--- config.mk ---
export PLATFORM = sky130hd
export DESIGN_NAME = raster_timing_gen
export DESIGN_NICKNAME = d
export VERILOG_FILES = /design/src/rtl/raster_timing_pkg.sv /design/src/rtl/rtg_regs.sv /design/src/rtl/rtg_counter.sv /design/src/rtl/rtg_decode.sv /design/src/rtl/raster_timing_gen.sv
export SDC_FILE = /design/constraint.sdc
export NUM_CORES = 1
export LEC_CHECK = 0
export BUFFER_PORTS_ARGS = -buffer_cell sky130_fd_sc_hd__buf_2
export CORE_AREA = 2 2 248 128
export DETAILED_ROUTE_END_ITERATION = 12
export DIE_AREA = 0 0 250 130
export PLACE_DENSITY_LB_ADDON = 0.25
export SETUP_SLACK_MARGIN = 0.15
export SLEW_MARGIN = 20
export SYNTH_ARGS = -nofsm -noshare
export SYNTH_HDL_FRONTEND = slang
export SYNTH_SLANG_ARGS = --single-unit
--- constraint.sdc ---
create_clock -name clk -period 7.8 [get_ports clk]
set_clock_uncertainty 0.15 [all_clocks]
set_input_delay 1.56 -clock clk [delete_from_list [all_inputs] [get_ports clk]]
set_output_delay 1.56 -clock clk [all_outputs]
set_load 0.01 [all_outputs]
--- src/rtl/raster_timing_pkg.sv ---
package raster_timing_pkg;

    localparam int ADDR_W = 4;
    localparam int DATA_W = 32;
    localparam int CNT_W  = 12;
    localparam int DIV_W  = 4;
    localparam int SD_W   = 5;
    localparam int NPIN   = 3;

    // field positions inside a register word
    localparam int HI_LSB     = 16;
    localparam int LO_LSB     = 0;
    localparam int CH_RUN_BIT = 31;
    localparam int CH_IL_BIT  = 24;
    localparam int CH_SD_LSB  = 8;
    localparam int CH_DIV_LSB = 0;
    localparam int IRQ_FLAG_BIT = 31;

    // pad order
    localparam int PIN_HS = 0;
    localparam int PIN_VS = 1;
    localparam int PIN_DE = 2;

    typedef enum logic [ADDR_W-1:0] {
        REG_GLOBAL = 4'd0,
        REG_CHAN   = 4'd1,
        REG_SIZE   = 4'd2,
        REG_HORZ   = 4'd3,
        REG_VERT   = 4'd4,
        REG_SYNC   = 4'd5,
        REG_POL    = 4'd6,
        REG_TRI    = 4'd7,
        REG_IRQ    = 4'd8
    } reg_addr_e;

    typedef struct packed {
        logic [CNT_W-1:0] width_m1;
        logic [CNT_W-1:0] height_m1;
        logic [CNT_W-1:0] htot_m1;
        logic [CNT_W-1:0] hbp_m1;
        logic [CNT_W-1:0] vhalf;
        logic [CNT_W-1:0] vbp_m1;
        logic [CNT_W-1:0] hspw_m1;
        logic [CNT_W-1:0] vspw_m1;
        logic             ilace;
        logic [SD_W-1:0]  sline;
    } timing_t;

    typedef struct packed {
        logic de_inv;
        logic vs_inv;
        logic hs_inv;
    } pol_t;

    function automatic logic [DATA_W-1:0] pack_pair(input logic [CNT_W-1:0] hi,
                                                   input logic [CNT_W-1:0] lo);
        logic [DATA_W-1:0] w;
        w = '0;
        w[HI_LSB +: CNT_W] = hi;
        w[LO_LSB +: CNT_W] = lo;
        return w;
    endfunction

    // position p lies in the window of n+1 entries starting at s_m1+1
    function automatic logic in_window(input logic [CNT_W-1:0] p,
                                       input logic [CNT_W-1:0] s_m1,
                                       input logic [CNT_W-1:0] n_m1);
        logic [CNT_W+1:0] px, first, last;
        px    = {2'b00, p};
        first = {2'b00, s_m1} + 1'b1;
        last  = {2'b00, s_m1} + {2'b00, n_m1} + 1'b1;
        return (px >= first) && (px <= last);
    endfunction

endpackage

--- src/rtl/rtg_regs.sv ---
module rtg_regs
    import raster_timing_pkg::*;
(
    input  logic              clk,
    input  logic              rst,
    input  logic              wr_en,
    input  logic [ADDR_W-1:0] addr,
    input  logic [DATA_W-1:0] wdata,
    input  logic              irq_set,
    output logic [DATA_W-1:0] rdata,
    output timing_t           live,
    output logic              run,
    output logic [DIV_W-1:0]  div,
    output pol_t              pol,
    output logic [NPIN-1:0]   tri_mask,
    output logic [CNT_W-1:0]  irq_line,
    output logic              irq_flag,
    output logic              irq_clr
);

    logic glob_en;
    logic chan_en;
    logic unused_wbits;

    assign unused_wbits = ^wdata;
    assign run     = glob_en && chan_en;
    assign irq_clr = wr_en && (addr == REG_IRQ) && wdata[IRQ_FLAG_BIT];

    always_ff @(posedge clk) begin
        if (rst) begin
            glob_en  <= 1'b0;
            chan_en  <= 1'b0;
            div      <= '0;
            live     <= '0;
            pol      <= '0;
            tri_mask <= '1;
            irq_line <= '0;
        end else if (wr_en) begin
            case (addr)
                REG_GLOBAL: glob_en <= wdata[0];
                REG_CHAN: begin
                    chan_en    <= wdata[CH_RUN_BIT];
                    live.ilace <= wdata[CH_IL_BIT];
                    live.sline <= wdata[CH_SD_LSB +: SD_W];
                    div        <= wdata[CH_DIV_LSB +: DIV_W];
                end
                REG_SIZE: begin
                    live.width_m1  <= wdata[HI_LSB +: CNT_W];
                    live.height_m1 <= wdata[LO_LSB +: CNT_W];
                end
                REG_HORZ: begin
                    live.htot_m1 <= wdata[HI_LSB +: CNT_W];
                    live.hbp_m1  <= wdata[LO_LSB +: CNT_W];
                end
                REG_VERT: begin
                    live.vhalf  <= wdata[HI_LSB +: CNT_W];
                    live.vbp_m1 <= wdata[LO_LSB +: CNT_W];
                end
                REG_SYNC: begin
                    live.hspw_m1 <= wdata[HI_LSB +: CNT_W];
                    live.vspw_m1 <= wdata[LO_LSB +: CNT_W];
                end
                REG_POL: pol      <= pol_t'(wdata[NPIN-1:0]);
                REG_TRI: tri_mask <= wdata[NPIN-1:0];
                REG_IRQ: irq_line <= wdata[LO_LSB +: CNT_W];
                default: ;
            endcase
        end
    end

    // sticky flag, a set beats a clear in the same cycle
    always_ff @(posedge clk) begin
        if (rst)
            irq_flag <= 1'b0;
        else if (irq_set)
            irq_flag <= 1'b1;
        else if (irq_clr)
            irq_flag <= 1'b0;
    end

    always_comb begin
        rdata = '0;
        case (addr)
            REG_GLOBAL: rdata[0] = glob_en;
            REG_CHAN: begin
                rdata[CH_RUN_BIT]             = chan_en;
                rdata[CH_IL_BIT]              = live.ilace;
                rdata[CH_SD_LSB +: SD_W]      = live.sline;
                rdata[CH_DIV_LSB +: DIV_W]    = div;
            end
            REG_SIZE: rdata = pack_pair(live.width_m1, live.height_m1);
            REG_HORZ: rdata = pack_pair(live.htot_m1, live.hbp_m1);
            REG_VERT: rdata = pack_pair(live.vhalf, live.vbp_m1);
            REG_SYNC: rdata = pack_pair(live.hspw_m1, live.vspw_m1);
            REG_POL:  rdata[NPIN-1:0] = pol;
            REG_TRI:  rdata[NPIN-1:0] = tri_mask;
            REG_IRQ: begin
                rdata[LO_LSB +: CNT_W] = irq_line;
                rdata[IRQ_FLAG_BIT]    = irq_flag;
            end
            default: rdata = '0;
        endcase
    end

endmodule

--- src/rtl/rtg_counter.sv ---
module rtg_counter
    import raster_timing_pkg::*;
(
    input  logic             clk,
    input  logic             rst,
    input  logic             run,
    input  logic             pix_ce,
    input  logic [DIV_W-1:0] div,
    input  timing_t          live,
    output timing_t          shadow,
    output logic [CNT_W-1:0] h_pos,
    output logic [CNT_W-1:0] v_pos,
    output logic [CNT_W-1:0] v_last,
    output logic             field,
    output logic             tick
);

    logic [DIV_W-1:0] div_cnt;
    logic [CNT_W-1:0] lines;
    logic             line_end;
    logic             frame_end;

    // enable divider: one pixel per div+1 enabled clocks
    assign tick = run && pix_ce && (div_cnt >= div);

    always_ff @(posedge clk) begin
        if (rst || !run)
            div_cnt <= '0;
        else if (pix_ce)
            div_cnt <= (div_cnt >= div) ? '0 : div_cnt + 1'b1;
    end

    // lines in the current field; an odd half-line total lengthens field 1
    always_comb begin
        lines = {1'b0, shadow.vhalf[CNT_W-1:1]};
        if (shadow.ilace && field)
            lines = lines + CNT_W'(shadow.vhalf[0]);
        v_last = lines - CNT_W'(1);
    end

    assign line_end  = tick && (h_pos == shadow.htot_m1);
    assign frame_end = line_end && (v_pos == v_last);

    always_ff @(posedge clk) begin
        if (rst) begin
            h_pos <= '0;
            v_pos <= '0;
        end else if (!run) begin
            h_pos <= '0;
            v_pos <= '0;
        end else if (line_end) begin
            h_pos <= '0;
            v_pos <= frame_end ? '0 : v_pos + 1'b1;
        end else if (tick) begin
            h_pos <= h_pos + 1'b1;
        end
    end

    // geometry follows the registers while idle, else only at a frame boundary
    always_ff @(posedge clk) begin
        if (rst) begin
            shadow <= '0;
            field  <= 1'b0;
        end else if (!run) begin
            shadow <= live;
            field  <= 1'b0;
        end else if (frame_end) begin
            shadow <= live;
            field  <= shadow.ilace ? ~field : 1'b0;
        end
    end

endmodule

--- src/rtl/rtg_decode.sv ---
module rtg_decode
    import raster_timing_pkg::*;
(
    input  logic             run,
    input  logic             tick,
    input  timing_t          sh,
    input  logic [CNT_W-1:0] h_pos,
    input  logic [CNT_W-1:0] v_pos,
    input  pol_t             pol,
    input  logic [NPIN-1:0]  tri_mask,
    input  logic [CNT_W-1:0] irq_line,
    output logic [NPIN-1:0]  pin_val,
    output logic [NPIN-1:0]  pad_oe,
    output logic             start_o,
    output logic             irq_set
);

    logic [NPIN-1:0] raw;
    logic [NPIN-1:0] inv;
    logic            unused_sh;

    assign unused_sh = ^{sh.htot_m1, sh.vhalf, sh.ilace};
    assign inv       = pol;

    always_comb begin
        raw         = '0;
        raw[PIN_HS] = run && (h_pos <= sh.hspw_m1);
        raw[PIN_VS] = run && (v_pos <= sh.vspw_m1);
        raw[PIN_DE] = run && in_window(h_pos, sh.hbp_m1, sh.width_m1)
                          && in_window(v_pos, sh.vbp_m1, sh.height_m1);
    end

    for (genvar i = 0; i < NPIN; i++) begin : g_pad
        assign pin_val[i] = raw[i] ^ inv[i];
        assign pad_oe[i]  = ~tri_mask[i];
    end

    assign start_o = run && (h_pos == '0) && (v_pos == CNT_W'(sh.sline));
    assign irq_set = tick && (h_pos == '0) && (v_pos == irq_line);

endmodule

--- src/rtl/raster_timing_gen.sv ---
module raster_timing_gen
    import raster_timing_pkg::*;
(
    input  logic              clk,
    input  logic              rst,
    input  logic              pix_ce,
    input  logic              wr_en,
    input  logic [ADDR_W-1:0] addr,
    input  logic [DATA_W-1:0] wdata,
    output logic [DATA_W-1:0] rdata,
    output logic              hsync_o,
    output logic              vsync_o,
    output logic              de_o,
    output logic [NPIN-1:0]   pad_oe_o,
    output logic [CNT_W-1:0]  h_pos_o,
    output logic [CNT_W-1:0]  v_pos_o,
    output logic              field_o,
    output logic              start_o,
    output logic              irq_o
);

    timing_t          live;
    timing_t          shadow;
    logic             run;
    logic [DIV_W-1:0] div;
    pol_t             pol;
    logic [NPIN-1:0]  tri_mask;
    logic [CNT_W-1:0] irq_line;
    logic             irq_flag;
    logic             irq_clr;
    logic             irq_set;
    logic [CNT_W-1:0] h_pos;
    logic [CNT_W-1:0] v_pos;
    logic [CNT_W-1:0] v_last;
    logic             field;
    logic             tick;
    logic [NPIN-1:0]  pin_val;

    rtg_regs u_regs (
        .clk      (clk),
        .rst      (rst),
        .wr_en    (wr_en),
        .addr     (addr),
        .wdata    (wdata),
        .irq_set  (irq_set),
        .rdata    (rdata),
        .live     (live),
        .run      (run),
        .div      (div),
        .pol      (pol),
        .tri_mask (tri_mask),
        .irq_line (irq_line),
        .irq_flag (irq_flag),
        .irq_clr  (irq_clr)
    );

    rtg_counter u_cnt (
        .clk    (clk),
        .rst    (rst),
        .run    (run),
        .pix_ce (pix_ce),
        .div    (div),
        .live   (live),
        .shadow (shadow),
        .h_pos  (h_pos),
        .v_pos  (v_pos),
        .v_last (v_last),
        .field  (field),
        .tick   (tick)
    );

    rtg_decode u_dec (
        .run      (run),
        .tick     (tick),
        .sh       (shadow),
        .h_pos    (h_pos),
        .v_pos    (v_pos),
        .pol      (pol),
        .tri_mask (tri_mask),
        .irq_line (irq_line),
        .pin_val  (pin_val),
        .pad_oe   (pad_oe_o),
        .start_o  (start_o),
        .irq_set  (irq_set)
    );

    assign hsync_o = pin_val[PIN_HS];
    assign vsync_o = pin_val[PIN_VS];
    assign de_o    = pin_val[PIN_DE];
    assign h_pos_o = h_pos;
    assign v_pos_o = v_pos;
    assign field_o = field;
    assign irq_o   = irq_flag;

endmodule

==> impl_metrics.py <==
metrics = {
    "setup_path": {
        "path_depth": 20,
        "critPathMaxStageDelay_ps": 650,
        "worstSetupEndpoint": "de_o",
        "crit_slowest_cell": "or4b_1",
        "r2r-start": "u_cnt.shadow[43]",
        "crit_chain": "ha_1, inv_1, fa_1, and2b_1, o22ai_1, xor2_1, or4b_1, nor4_4, xnor2_1, ha_1, nand2_1, nor2_1, a2111oi_0, o21bai_1, o22ai_1, nor4b_1, a41oi_1, o211ai_1, xnor2_1, buf_2",
        "cpLargestDelayFamily": "simple AND/OR/NAND/NOR gates",
        "r2r_slack_ps": 3340,
        "cp-start-kind": "flip-flop",
        "critPathMaxFanout": 5,
        "critPathCaptureType": "output pin",
        "reg2reg_to": "u_cnt.shadow[36]",
        "path_class": "reg -> out",
        "worstPathRequired_ps": 6090,
        "path_buf_inv": 2,
        "crit_start": "u_cnt.shadow[54]",
        "rr_worst_depth": 12,
        "critPathArrivalTime_ps": 5550,
    },
    "sta": {
        "rsz0062_at_grt": "false",
        "finalSetupViolations": 0,
        "holdWs_ps": 322,
        "clock.fmax_mhz": 138,
        "fin_crit_sh": 0.931,
        "setup_ws_ps": 540,
        "hold_violations": 0,
        "post-route-min-period_ps": 7260,
        "slew_violations": 0,
        "maxSlewHeadroom": 0.255,
        "setup_tns_ps": 0,
        "tightest_slew_ps": 1120,
    },
    "synth": {
        "synth_cell_type_count": 79,
        "synth_top_cell_area_share": 0.345,
        "yosys-top-cells-area": "dfxtp_1 35%, ha_1 9.3%, nand2_1 7.8%",
        "syn_area_per_cell_um2": 8.23,
        "ys_ff_latch": 258,
        "async_flop_share": 0,
        "synth_edf_count": 0,
        "syn_area_um2": 15000,
        "synth_warnings": 0,
        "ys.flop_type": "dfxtp_1",
        "synth_top_cell_by_area": "dfxtp_1",
        "ys_seq_area_frac": 0.345,
        "synth_cells": 1816,
    },
    "flow_run": {
        "max-cap-violations": 0,
    },
    "placed_design": {
        "placedCellCount": 2240,
        "hpwl_mm": 36.1,
        "port_buffers": 92,
        "pre_cts_slack_ps": 1130,
        "gp_congestion": 0.944,
    },
    "clocking": {
        "cts.htree.levels": 1,
        "path_clk_slew_ps": 60,
        "cts_root_buf": "clkbuf_16",
        "cts_hold_buf": 0,
        "clock-sinks": 258,
        "cts_made_buffers": 25,
        "cts_buffer_depth": 3,
        "clock_latency_ps": 560,
        "cts_tree": "built",
    },
    "power": {
        "ir_drop_uv": 146,
        "p_leak_nw": 6.33,
        "combPwrFrac": 0.047,
        "power.density_nw_per_um2": 164,
        "power.internal_mw": 2.03,
        "p_sw_mw": 0.665,
        "p_sw_frac": 0.246,
        "clock_power_share": 0.456,
        "p_seq_frac": 0.497,
    },
    "drt": {
        "wire_per_inst_um": 21.3,
        "drcViolationCount": 0,
        "drt-vias-per-instance": 5.96,
        "firstDrtPassIters": 6,
        "drt_iter0_markers": 1660,
        "wl_mm": 48.7,
        "num_vias": 13600,
        "antenna_left": 0,
    },
    "global_route": {
        "grt_pass1_vias": 12200,
        "antenna_found_initial": 3,
        "grt_pass1_wl_mm": 73.2,
        "grt_overflow": 0,
        "grt_usage": 0.294,
        "grt_max_degree": 143,
    },
    "finish": {
        "drive_gt1_frac": 0.101,
        "antenna_cells": 0,
        "layout.cells.non_filler": 2285,
        "syn2layout_area_growth_pct": 10.3,
        "finish.utilization": 0.536,
        "nets": 2012,
    },
    "hold_path": {
        "hp-class": "reg -> reg",
        "whs_path_depth": 2,
        "hold_start": "u_regs.live[4]",
    },
    "floorplanning": {
        "ioPinCount": 105,
        "dieArea_um2": 32500,
        "core_area_um2": 30700,
        "floorplan.initialDensity": 0.486,
        "chipWidth_um": 250,
        "num_rows": 46,
        "die_h_um": 130,
    },
    "outcome": {
        "outcome": "complete, no violations",
    },
}
-- cell usage after synthesis, types with 7 or more instances --
| library cell | n |
|---|---|
| nand2b_1 | 12 |
| buf_6 | 10 |
| a21o_1 | 25 |
| clkbuf_1 | 82 |
| mux2i_1 | 110 |
| o21a_1 | 8 |
| dfxtp_1 | 258 |
| nor4_1 | 9 |
| and3_1 | 21 |
| nand4_1 | 31 |
| a211o_1 | 7 |
| ha_1 | 111 |
| nand3_1 | 52 |
| a22oi_1 | 34 |
| a21oi_1 | 161 |
| and2_1 | 8 |
| xor2_1 | 40 |
| inv_1 | 65 |
| nand2_1 | 311 |
| nor3_1 | 26 |
| o21ai_0 | 22 |
| nor2_1 | 164 |
| nor2b_1 | 8 |
| a211oi_1 | 8 |
| a222oi_1 | 13 |
| xnor2_1 | 87 |
| or2_2 | 9 |
| buf_4 | 9 |
-- area by class of cell --
type	instances	area [µm²]
timing repair buffer	118	674
clock inverter	13	118
tap	408	510
sequential	258	5160
clock buffer	32	692
inverter	65	244
fill	2919	14200
multi-input combinational	1391	9080
-- flip-flops by register name, indices dropped and copies added, names as in the netlist, 4 cells and up --
| name | cells |
|---|---|
| u_regs.irq_line | 12 |
| u_cnt.v_pos | 12 |
| u_cnt.shadow | 102 |
| u_cnt.div_cnt | 4 |
| u_regs.div | 4 |
| u_cnt.h_pos | 12 |
| u_regs.live | 102 |
-- layer usage --
layer	up-vias	wire, µm	track usage	part of all wire
met3	55	5180	0.0682	0.11
met4	4	650	0.0447	0.013
li1	6408	-	-	-
met1	6535	24800	0.473	0.51
met2	608	18100	0.392	0.37
met5	-	26	0	0.00053
-- logic make-up after synthesis --
group                      after synthesis  share of synthesized area
and+or+nand+nor                        690                      0.209
DFF                                    258                      0.345
xor gates and xnor gates               128                     0.0759
adders and majority gates              113                     0.0956
AOI/OAI and AO/OA                      344                      0.149
buffers and inverters                  172                     0.0510
other                                    1                   0.000251
muxes                                  110                     0.0736
-- layout by cell type (no fill, tap or decap), types with 6 or more instances in the layout --
master     count
nand2b_1      12
a21oi_1      161
nand3_1       52
buf_2         91
nor3_1        22
a21o_1        25
nor2_1       163
dfxtp_1      258
xor2_1        40
inv_1         65
xnor2_1       87
nor4_1         8
a211o_1        7
a22oi_1       34
clkinv_2       8
buf_4         25
or2_2          9
and2_1         8
mux2i_1      110
nand2_1      311
a211oi_1       8
nor2b_1        8
ha_1         111
and3_1        21
o21a_1         8
o21ai_0       22
nand4_1       31
conb_1         6
o211ai_1       6
clkbuf_16     25
a222oi_1      13
-- worst register-to-register path: stages (launching register included) --
cell and delay, ps:
dfxtp_1 380, ha_1 230, ha_1 260, nand3_2 220
mux2i_1 190, o32ai_1 330, o2111ai_1 280, xnor2_1 380
nor4_4 100, a31oi_4 800, buf_12 570, mux2i_1 380
nor2_1 60
-- worst min-delay path by stage --
stage	slack, ps	end
2_1_floorplan	290	u_regs.live[4]
3_3_place_gp	300	u_regs.live[4]
3_5_place_dp	310	u_regs.live[68]
4_1_cts	320	u_regs.live[4]
5_1_grt	340	u_regs.live[12]
6_report	320	u_regs.live[4]
-- what timing repair did --
| item | 4_1_cts | 5_1_grt |
|---|---|---|
| setup buffers | 0 | 0 |
| resized for setup | 0 | 2 |
| endpoints found under the setup margin | 0 | 1 |
| hold endpoints to repair | 0 | 0 |
-- power by group through the flow --
stage / clock, mW / combinational, mW / sequential, mW
final: 1.23 / 0.127 / 1.34
after global routing: 1.30 / 0.136 / 1.34
after CTS: 1.24 / 0.123 / 1.34
after detailed placement: 0 / 0.122 / 1.37
after global placement: 0 / 0.120 / 1.37
after floorplan: 0 / 0.0791 / 1.37
-- stage by stage --
| step | cell area [µm²] | total power [mW] |
|---|---|---|
| floorplan | 15000 | 1.45 |
| CTS | 16500 | 2.71 |
| detailed placement | 15700 | 1.49 |
| global route | 16500 | 2.77 |
| global placement | 15700 | 1.49 |
| finish | 16500 | 2.70 |
(Power assumes the default switching activity.)
